===== config.mk =====
export PLATFORM = sky130hd
export DESIGN_NAME = spi_flash_rd_engine
export DESIGN_NICKNAME = d
export VERILOG_FILES = /design/src/rtl/spi_rd_pkg.sv /design/src/rtl/spi_rd_clkgen.sv /design/src/rtl/spi_rd_shifter.sv /design/src/rtl/spi_rd_seq.sv /design/src/rtl/spi_flash_rd_engine.sv
export SDC_FILE = /design/constraint.sdc
export NUM_CORES = 1
export LEC_CHECK = 0
export ABC_CLOCK_PERIOD_IN_PS = 5500
export BUFFER_PORTS_ARGS = -buffer_cell sky130_fd_sc_hd__buf_2
export CAP_MARGIN = 10
export CORE_MARGIN = 10
export CORE_UTILIZATION = 59
export DETAILED_ROUTE_END_ITERATION = 12
export PLACE_DENSITY = 0.86
export SKIP_CTS_REPAIR_TIMING = 1
export SYNTH_ARGS = -nofsm -noshare
export SYNTH_HDL_FRONTEND = slang
export SYNTH_SLANG_ARGS = --single-unit

===== constraint.sdc =====
create_clock -name clk -period 5.5 [get_ports clk]
set_input_delay 0.55 -clock clk [delete_from_list [all_inputs] [get_ports clk]]
set_output_delay 0.55 -clock clk [all_outputs]
set_load 0.01 [all_outputs]

===== src/rtl/spi_rd_pkg.sv =====
package spi_rd_pkg;

    localparam int CFG_W     = 32;
    localparam int ADDR_W    = 32;
    localparam int RSP_BYTES = 4;
    localparam int RSP_W     = 8 * RSP_BYTES;
    localparam int SIZE_W    = 3;
    localparam int IDX_W     = 3;

    localparam logic [7:0] FILL_BYTE = 8'hFF;
    localparam logic [7:0] IDLE_BYTE = 8'h00;

    typedef enum logic [2:0] {
        PH_IDLE,
        PH_CMD,
        PH_ADDR,
        PH_DUMMY,
        PH_DATA,
        PH_GAP
    } phase_e;

    typedef struct packed {
        logic [7:0] opcode;
        logic       wide_addr;
        logic [2:0] dummies;
        logic [1:0] mode;
    } rd_cfg_t;

    function automatic rd_cfg_t decode_cfg(input logic [CFG_W-1:0] w);
        rd_cfg_t c;
        c.opcode    = w[23:16];
        c.wide_addr = w[13];
        c.dummies   = {w[14], w[7:6]};
        c.mode      = w[1:0];
        return c;
    endfunction

    function automatic logic [IDX_W-1:0] addr_len(input logic wide);
        return wide ? IDX_W'(4) : IDX_W'(3);
    endfunction

    // byte k of the address phase, most significant first
    function automatic logic [7:0] addr_byte(input logic [ADDR_W-1:0] a,
                                             input logic wide,
                                             input logic [IDX_W-1:0] k);
        logic [ADDR_W-1:0] s;
        logic [IDX_W-1:0]  pos;
        pos = addr_len(wide) - IDX_W'(1) - k;
        s   = a >> (8 * pos);
        return s[7:0];
    endfunction

endpackage


===== src/rtl/spi_rd_clkgen.sv =====
module spi_rd_clkgen #(
    parameter int CLK_DIV = 4
) (
    input  logic clk,
    input  logic rst,
    input  logic run,
    output logic tick
);
    localparam int HALF  = CLK_DIV / 2;
    localparam int CNT_W = (HALF > 1) ? $clog2(HALF) : 1;

    logic [CNT_W-1:0] cnt;

    assign tick = run && (cnt == CNT_W'(HALF - 1));

    always_ff @(posedge clk) begin
        if (rst || !run || tick) begin
            cnt <= '0;
        end else begin
            cnt <= cnt + CNT_W'(1);
        end
    end

    initial begin
        if (CLK_DIV < 2 || (CLK_DIV % 2) != 0) begin
            $error("CLK_DIV must be even and at least 2");
        end
    end

endmodule


===== src/rtl/spi_rd_shifter.sv =====
module spi_rd_shifter (
    input  logic       clk,
    input  logic       rst,
    input  logic       start,
    input  logic [7:0] tx_byte,
    input  logic       tick,
    input  logic       miso,
    output logic       active,
    output logic       done,
    output logic [7:0] rx_byte,
    output logic       sclk,
    output logic       mosi
);
    logic [7:0] sh;
    logic [2:0] bitn;

    assign mosi = sh[7];

    always_ff @(posedge clk) begin
        if (rst) begin
            active  <= 1'b0;
            done    <= 1'b0;
            sh      <= '0;
            bitn    <= '0;
            sclk    <= 1'b0;
            rx_byte <= '0;
        end else begin
            done <= 1'b0;
            if (start && !active) begin
                active <= 1'b1;
                sh     <= tx_byte;
                bitn   <= '0;
                sclk   <= 1'b0;
            end else if (active && tick) begin
                if (!sclk) begin
                    sclk    <= 1'b1;
                    rx_byte <= {rx_byte[6:0], miso};
                end else begin
                    sclk <= 1'b0;
                    if (bitn == 3'd7) begin
                        active <= 1'b0;
                        done   <= 1'b1;
                    end else begin
                        bitn <= bitn + 3'd1;
                        sh   <= {sh[6:0], 1'b0};
                    end
                end
            end
        end
    end


    // mosi_hold_high_chk
    mosi_hold_high_chk: assert property (@(posedge clk) disable iff (rst)
        sclk |-> $stable(mosi));


    // idle_low_chk
    idle_low_chk: assert property (@(posedge clk) disable iff (rst)
        !active |-> !sclk);

endmodule


===== src/rtl/spi_rd_seq.sv =====
module spi_rd_seq
    import spi_rd_pkg::*;
#(
    parameter int CLK_DIV = 4
) (
    input  logic              clk,
    input  logic              rst,
    input  logic              req_valid,
    input  logic [ADDR_W-1:0] req_addr,
    input  logic [SIZE_W-1:0] req_size,
    input  logic [CFG_W-1:0]  cfg_word,
    input  logic              shift_done,
    input  logic [7:0]        rx_byte,
    output logic              start,
    output logic [7:0]        tx_byte,
    output logic              cs_n,
    output logic              busy,
    output logic              rsp_valid,
    output logic [RSP_W-1:0]  rsp_data
);
    localparam int GAP_W = $clog2(CLK_DIV + 1);

    phase_e            phase;
    rd_cfg_t           cfg_q;
    rd_cfg_t           cfg_in;
    logic [ADDR_W-1:0] addr_q;
    logic [SIZE_W-1:0] size_q;
    logic [IDX_W-1:0]  idx;
    logic [GAP_W-1:0]  gap_cnt;
    logic              take;
    logic [IDX_W-1:0]  alen;

    assign cfg_in = decode_cfg(cfg_word);
    assign take   = (phase == PH_IDLE) && req_valid && (cfg_in.mode == 2'b00)
                 && (req_size != '0) && (req_size <= SIZE_W'(RSP_BYTES));
    assign busy   = (phase != PH_IDLE);
    assign alen   = addr_len(cfg_q.wide_addr);

    always_ff @(posedge clk) begin
        if (rst) begin
            phase     <= PH_IDLE;
            cfg_q     <= '0;
            addr_q    <= '0;
            size_q    <= '0;
            idx       <= '0;
            gap_cnt   <= '0;
            start     <= 1'b0;
            tx_byte   <= '0;
            cs_n      <= 1'b1;
            rsp_valid <= 1'b0;
            rsp_data  <= '0;
        end else begin
            start     <= 1'b0;
            rsp_valid <= 1'b0;
            unique case (phase)
                PH_IDLE: begin
                    if (take) begin
                        cfg_q    <= cfg_in;
                        addr_q   <= req_addr;
                        size_q   <= req_size;
                        rsp_data <= '0;
                        cs_n     <= 1'b0;
                        phase    <= PH_CMD;
                        start    <= 1'b1;
                        tx_byte  <= cfg_in.opcode;
                    end
                end
                PH_CMD: begin
                    if (shift_done) begin
                        phase   <= PH_ADDR;
                        idx     <= '0;
                        start   <= 1'b1;
                        tx_byte <= addr_byte(addr_q, cfg_q.wide_addr, '0);
                    end
                end
                PH_ADDR: begin
                    if (shift_done) begin
                        start <= 1'b1;
                        if (idx != alen - IDX_W'(1)) begin
                            idx     <= idx + IDX_W'(1);
                            tx_byte <= addr_byte(addr_q, cfg_q.wide_addr, idx + IDX_W'(1));
                        end else if (cfg_q.dummies != '0) begin
                            phase   <= PH_DUMMY;
                            idx     <= '0;
                            tx_byte <= FILL_BYTE;
                        end else begin
                            phase   <= PH_DATA;
                            idx     <= '0;
                            tx_byte <= IDLE_BYTE;
                        end
                    end
                end
                PH_DUMMY: begin
                    if (shift_done) begin
                        start <= 1'b1;
                        if (idx != cfg_q.dummies - 3'd1) begin
                            idx     <= idx + IDX_W'(1);
                            tx_byte <= FILL_BYTE;
                        end else begin
                            phase   <= PH_DATA;
                            idx     <= '0;
                            tx_byte <= IDLE_BYTE;
                        end
                    end
                end
                PH_DATA: begin
                    if (shift_done) begin
                        rsp_data[8*idx +: 8] <= rx_byte;
                        if (idx != IDX_W'(size_q) - IDX_W'(1)) begin
                            idx     <= idx + IDX_W'(1);
                            start   <= 1'b1;
                            tx_byte <= IDLE_BYTE;
                        end else begin
                            phase   <= PH_GAP;
                            cs_n    <= 1'b1;
                            gap_cnt <= GAP_W'(CLK_DIV - 1);
                        end
                    end
                end
                PH_GAP: begin
                    if (gap_cnt == '0) begin
                        phase     <= PH_IDLE;
                        rsp_valid <= 1'b1;
                    end else begin
                        gap_cnt <= gap_cnt - GAP_W'(1);
                    end
                end
                default: phase <= PH_IDLE;
            endcase
        end
    end


    // rsp_pulse_chk
    rsp_pulse_chk: assert property (@(posedge clk) disable iff (rst)
        rsp_valid |=> !rsp_valid);


    // busy_end_chk
    busy_end_chk: assert property (@(posedge clk) disable iff (rst)
        $fell(busy) |-> rsp_valid);


    // hold_req_chk
    hold_req_chk: assert property (@(posedge clk) disable iff (rst)
        busy |=> ($stable(addr_q) && $stable(size_q)));


    // dummy_fill_chk
    dummy_fill_chk: assert property (@(posedge clk) disable iff (rst)
        (start && phase == PH_DUMMY) |-> (tx_byte == FILL_BYTE));


    // sel_during_txn_chk
    sel_during_txn_chk: assert property (@(posedge clk) disable iff (rst)
        (phase inside {PH_CMD, PH_ADDR, PH_DUMMY, PH_DATA}) |-> !cs_n);

endmodule


===== src/rtl/spi_flash_rd_engine.sv =====
module spi_flash_rd_engine
    import spi_rd_pkg::*;
#(
    parameter int CLK_DIV = 4
) (
    input  logic        clk,
    input  logic        rst,
    input  logic        req_valid,
    input  logic [31:0] req_addr,
    input  logic [2:0]  req_size,
    input  logic [31:0] cfg_word,
    output logic        busy,
    output logic        rsp_valid,
    output logic [31:0] rsp_data,
    output logic        spi_sclk,
    output logic        spi_mosi,
    input  logic        spi_miso,
    output logic        spi_cs_n
);
    logic       tick;
    logic       sh_active;
    logic       sh_done;
    logic       sh_start;
    logic [7:0] sh_tx;
    logic [7:0] sh_rx;

    spi_rd_clkgen #(.CLK_DIV(CLK_DIV)) u_clkgen (
        .clk  (clk),
        .rst  (rst),
        .run  (sh_active),
        .tick (tick)
    );

    spi_rd_shifter u_shifter (
        .clk     (clk),
        .rst     (rst),
        .start   (sh_start),
        .tx_byte (sh_tx),
        .tick    (tick),
        .miso    (spi_miso),
        .active  (sh_active),
        .done    (sh_done),
        .rx_byte (sh_rx),
        .sclk    (spi_sclk),
        .mosi    (spi_mosi)
    );

    spi_rd_seq #(.CLK_DIV(CLK_DIV)) u_seq (
        .clk        (clk),
        .rst        (rst),
        .req_valid  (req_valid),
        .req_addr   (req_addr),
        .req_size   (req_size),
        .cfg_word   (cfg_word),
        .shift_done (sh_done),
        .rx_byte    (sh_rx),
        .start      (sh_start),
        .tx_byte    (sh_tx),
        .cs_n       (spi_cs_n),
        .busy       (busy),
        .rsp_valid  (rsp_valid),
        .rsp_data   (rsp_data)
    );


    // sclk_deselect_chk
    sclk_deselect_chk: assert property (@(posedge clk) disable iff (rst)
        spi_cs_n |-> !spi_sclk);

endmodule


==> summary.txt <==
Status
  • Status: complete, no violations

Logic synthesis
  • Seq cells post-synth: 114
  • Proportion of synthesized area in mux cells: 7.35%
  • Yosys top cell area share: 43.9%
  • Post-synth EDFFs: 0
  • Syn Std Cell Area: 5190 µm²
  • Compound-Gate Fraction of Synth Area: 15.9%
  • Synth Area per Inst: 8.53 µm²
  • Adder-Cell Fraction of Synth Area: 2.89%
  • Yosys cell types: 59
  • Main synth FF type: dfxtp_1
  • Largest family of logic cells by synthesized area: simple AND/OR/NAND/NOR gates
  • Syn nets: 692
  • Register area share after synthesis: 43.9%
  • Commonest cells post-synth: 126 x nand2_1, 114 x dfxtp_1, 77 x a21oi_1
  • XOR/XNOR Fraction of Synth Area: 2.24%
  • Gate Count Post-Synth: 609
  • Synth Area in Simple Gates: 22.1%
  • Synth area leader: dfxtp_1
  • YS warnings: 0
  • Ys async rst share: 0%
  • Most frequent cell after synthesis: nand2_1
  • Synth area leaders: dfxtp_1 44%, nand2_1 9.1%, a21oi_1 7.4%

STA
  • Unrepaired setup endpoints after global routing: no
  • Hold WS: 0.265 ns
  • Final hold vios: 0
  • Minimum clock period: 2.97 ns
  • Total Neg Setup Slack: 0 ns
  • Tcrit/Tclk final: 54.0%
  • Max Slew Vio Count: 0
  • Post-Route Skew: 0.00660 ns
  • Setup violators final: 0
  • Relative slew slack: 25.6%
  • Fmax: 0.336 GHz
  • Worst Tran Pin Value: 1.12 ns

Power
  • Max VDD drop: 0.000222 V
  • Leak pwr: 2.37 nW
  • Pwr dens: 332 nW/µm²

Global routing
  • Pin count of the biggest net entering global routing: 113
  • GRT Util Overall: 21.9%
  • First-pass GRT wire length: 23.2 mm
  • Global routing's busiest layer: met2
  • Initial antenna violation count: 0
  • Number of global-route vias before repair: 4814
  • Met2 Use GR: 35.8%
  • Met1 Resource Use GR: 26.0%
  • Overflow after GRT: 0
  • M3 GR Usage: 6.98%

Clocking
  • CTS tree: done
  • Maximum root-to-sink buffer count: 2
  • Root Driver: clkbuf_8
  • Sinks on the clock net: 114
  • Clock Latency Late Sink: 0.52 ns
  • Clock-pin slew on the worst setup and hold paths: 0.06 ns
  • TritonCTS Buffers: 17
  • H-Tree Depth: 4

Drt
  • Average wire per standard cell: 18.0 µm
  • Routed Antenna Nets: 0
  • DRT Wirelength: 14.3 mm
  • Detailed-route vias per instance: 6.07
  • Drt drc: 0
  • 1st-pass router iterations: 5
  • 1st-iter DRT viols: 553
  • Via Count: 4828

Floorplanning
  • Die width: 114 µm
  • Top Ports: 108
  • Placement row count: 34
  • Die area: 13000 µm²
  • Core area: 8640 µm²
  • Die H: 114 µm
  • Initial Utilization: 60.2%

Worst setup path
  • CP Class: flip-flop to flip-flop
  • Worst path bufs/invs: 2
  • CP required: 5.91 ns
  • Crit-path slowest cell: dfxtp_1
  • Delay-heaviest family, CP: adder cells
  • Worst Setup Start Kind: flip-flop
  • CP max FO: 11
  • CP arrival: 3.38 ns
  • Worst Setup End Kind: flip-flop
  • Slowest stage delay, CP: 0.60 ns
  • Crit-path cells: inv_1 -> ha_1 -> ha_1 -> mux4_2 -> inv_1 -> o221ai_1 -> a32o_1

Finish
  • Finished Core Util: 71.3%
  • Share of layout cells above drive strength 1: 20.2%
  • Syn-to-layout area delta: 18.5%
  • Antenna Cells: 0
  • Nets@finish: 757
  • # fillers: 632

Flow run
  • Maxcap violations: 0

Place
  • Number of port buffers: 89
  • RePlAce Congestion: 0.840
  • Hpwl dp: 8.93 mm

Hold path
  • Hold Crit Class: input port to flip-flop
[where the power goes]
group / internal [mW] / switching [mW] / total [mW]
Sequential: 0.841 / 0.0174 / 0.858
Clock: 0.675 / 0.372 / 1.05
Combinational: 0.0535 / 0.0873 / 0.141
Total: 1.57 / 0.477 / 2.05
[cell families (layout without fill, tap and decap cells)]
logic type / count (synthesis) / in the layout
AND/OR/NAND/NOR: 246 / 246
AO/OA/AOI/OAI: 132 / 132
flip-flops: 114 / 114
buffers and inverters: 67 / 145
multiplexers: 28 / 28
adder cells (fa/ha/maj): 12 / 12
XOR/XNOR: 10 / 10
[registers in the layout, indices dropped and copies added (netlist names), 3 cells and up]
name	count
u_shifter.rx_byte	8
u_seq.size_q	3
u_shifter.sh	8
u_seq.tx_byte	8
u_seq.rsp_data	32
u_seq.gap_cnt	3
u_seq.cfg_q	4
u_seq.phase	3
u_seq.addr_q	32
u_seq.idx	3
u_shifter.bitn	3
[layout by cell type, fill, tap and decap left out, drive strengths merged, types with 3 or more instances in the layout]
master and instances:
clkbuf 23, a211oi 7, xor2 4, ha 12, a21oi 77, or3 4, mux2i 19, o21ai 6
nand2 126, mux4 8, a22oi 9, a32o 8, buf 91, clkinvlp 3, nand4 3, clkinv 6
nor2b 6, inv 20, dfxtp 114, nand3 26, nor3 15, o221ai 9, nor2 37, nand2b 3
or3b 3, nor3b 5, xnor2 4, o21a 4, nand3b 4
[per-layer routing]
metal,vias up,routed length [µm]
li1,2257,-
met1,2286,5620
met2,243,7000
met3,42,1340
met4,0,340
met5,-,0
[area by class of cell]
type	count	area [µm²]	share of cell area [%]
Sequential cell	114	2280	37.1
Inverter	21	78.8	1.28
Timing Repair Buffer	92	468	7.60
Multi-Input combinational cell	428	2620	42.6
Clock inverter	10	108	1.75
Clock buffer	22	463	7.52
Tap cell	108	135	2.20
[through the flow]
step	cell area, µm²	std cells	worst slack (ns)	power, mW
2_1_floorplan	5190	609	2.94	0.963
3_3_place_gp	5580	762	2.68	1.00
3_5_place_dp	5580	762	2.57	1.01
4_1_cts	6150	794	2.51	2.05
5_1_grt	6160	795	2.39	2.11
6_report	6160	795	2.53	2.05
[worst paths after layout]
path	end	cells past startpoint	slack (ns)	from
worst max-delay path	u_seq.tx_byte[7]	7	2.53	u_seq.idx[0]
worst min-delay path	u_seq.addr_q[12]	3	0.26	req_addr[12]
worst max register to register	u_seq.tx_byte[7]	7	2.53	u_seq.idx[0]
worst min register to register	u_seq.cs_n	1	0.45	u_seq.cs_n
[worst min-delay path, stage by stage]
cell and delay (ns):
buf_2 0.09, nand2_1 0.04, a21oi_1 0.05
(Power assumes the default switching activity.)
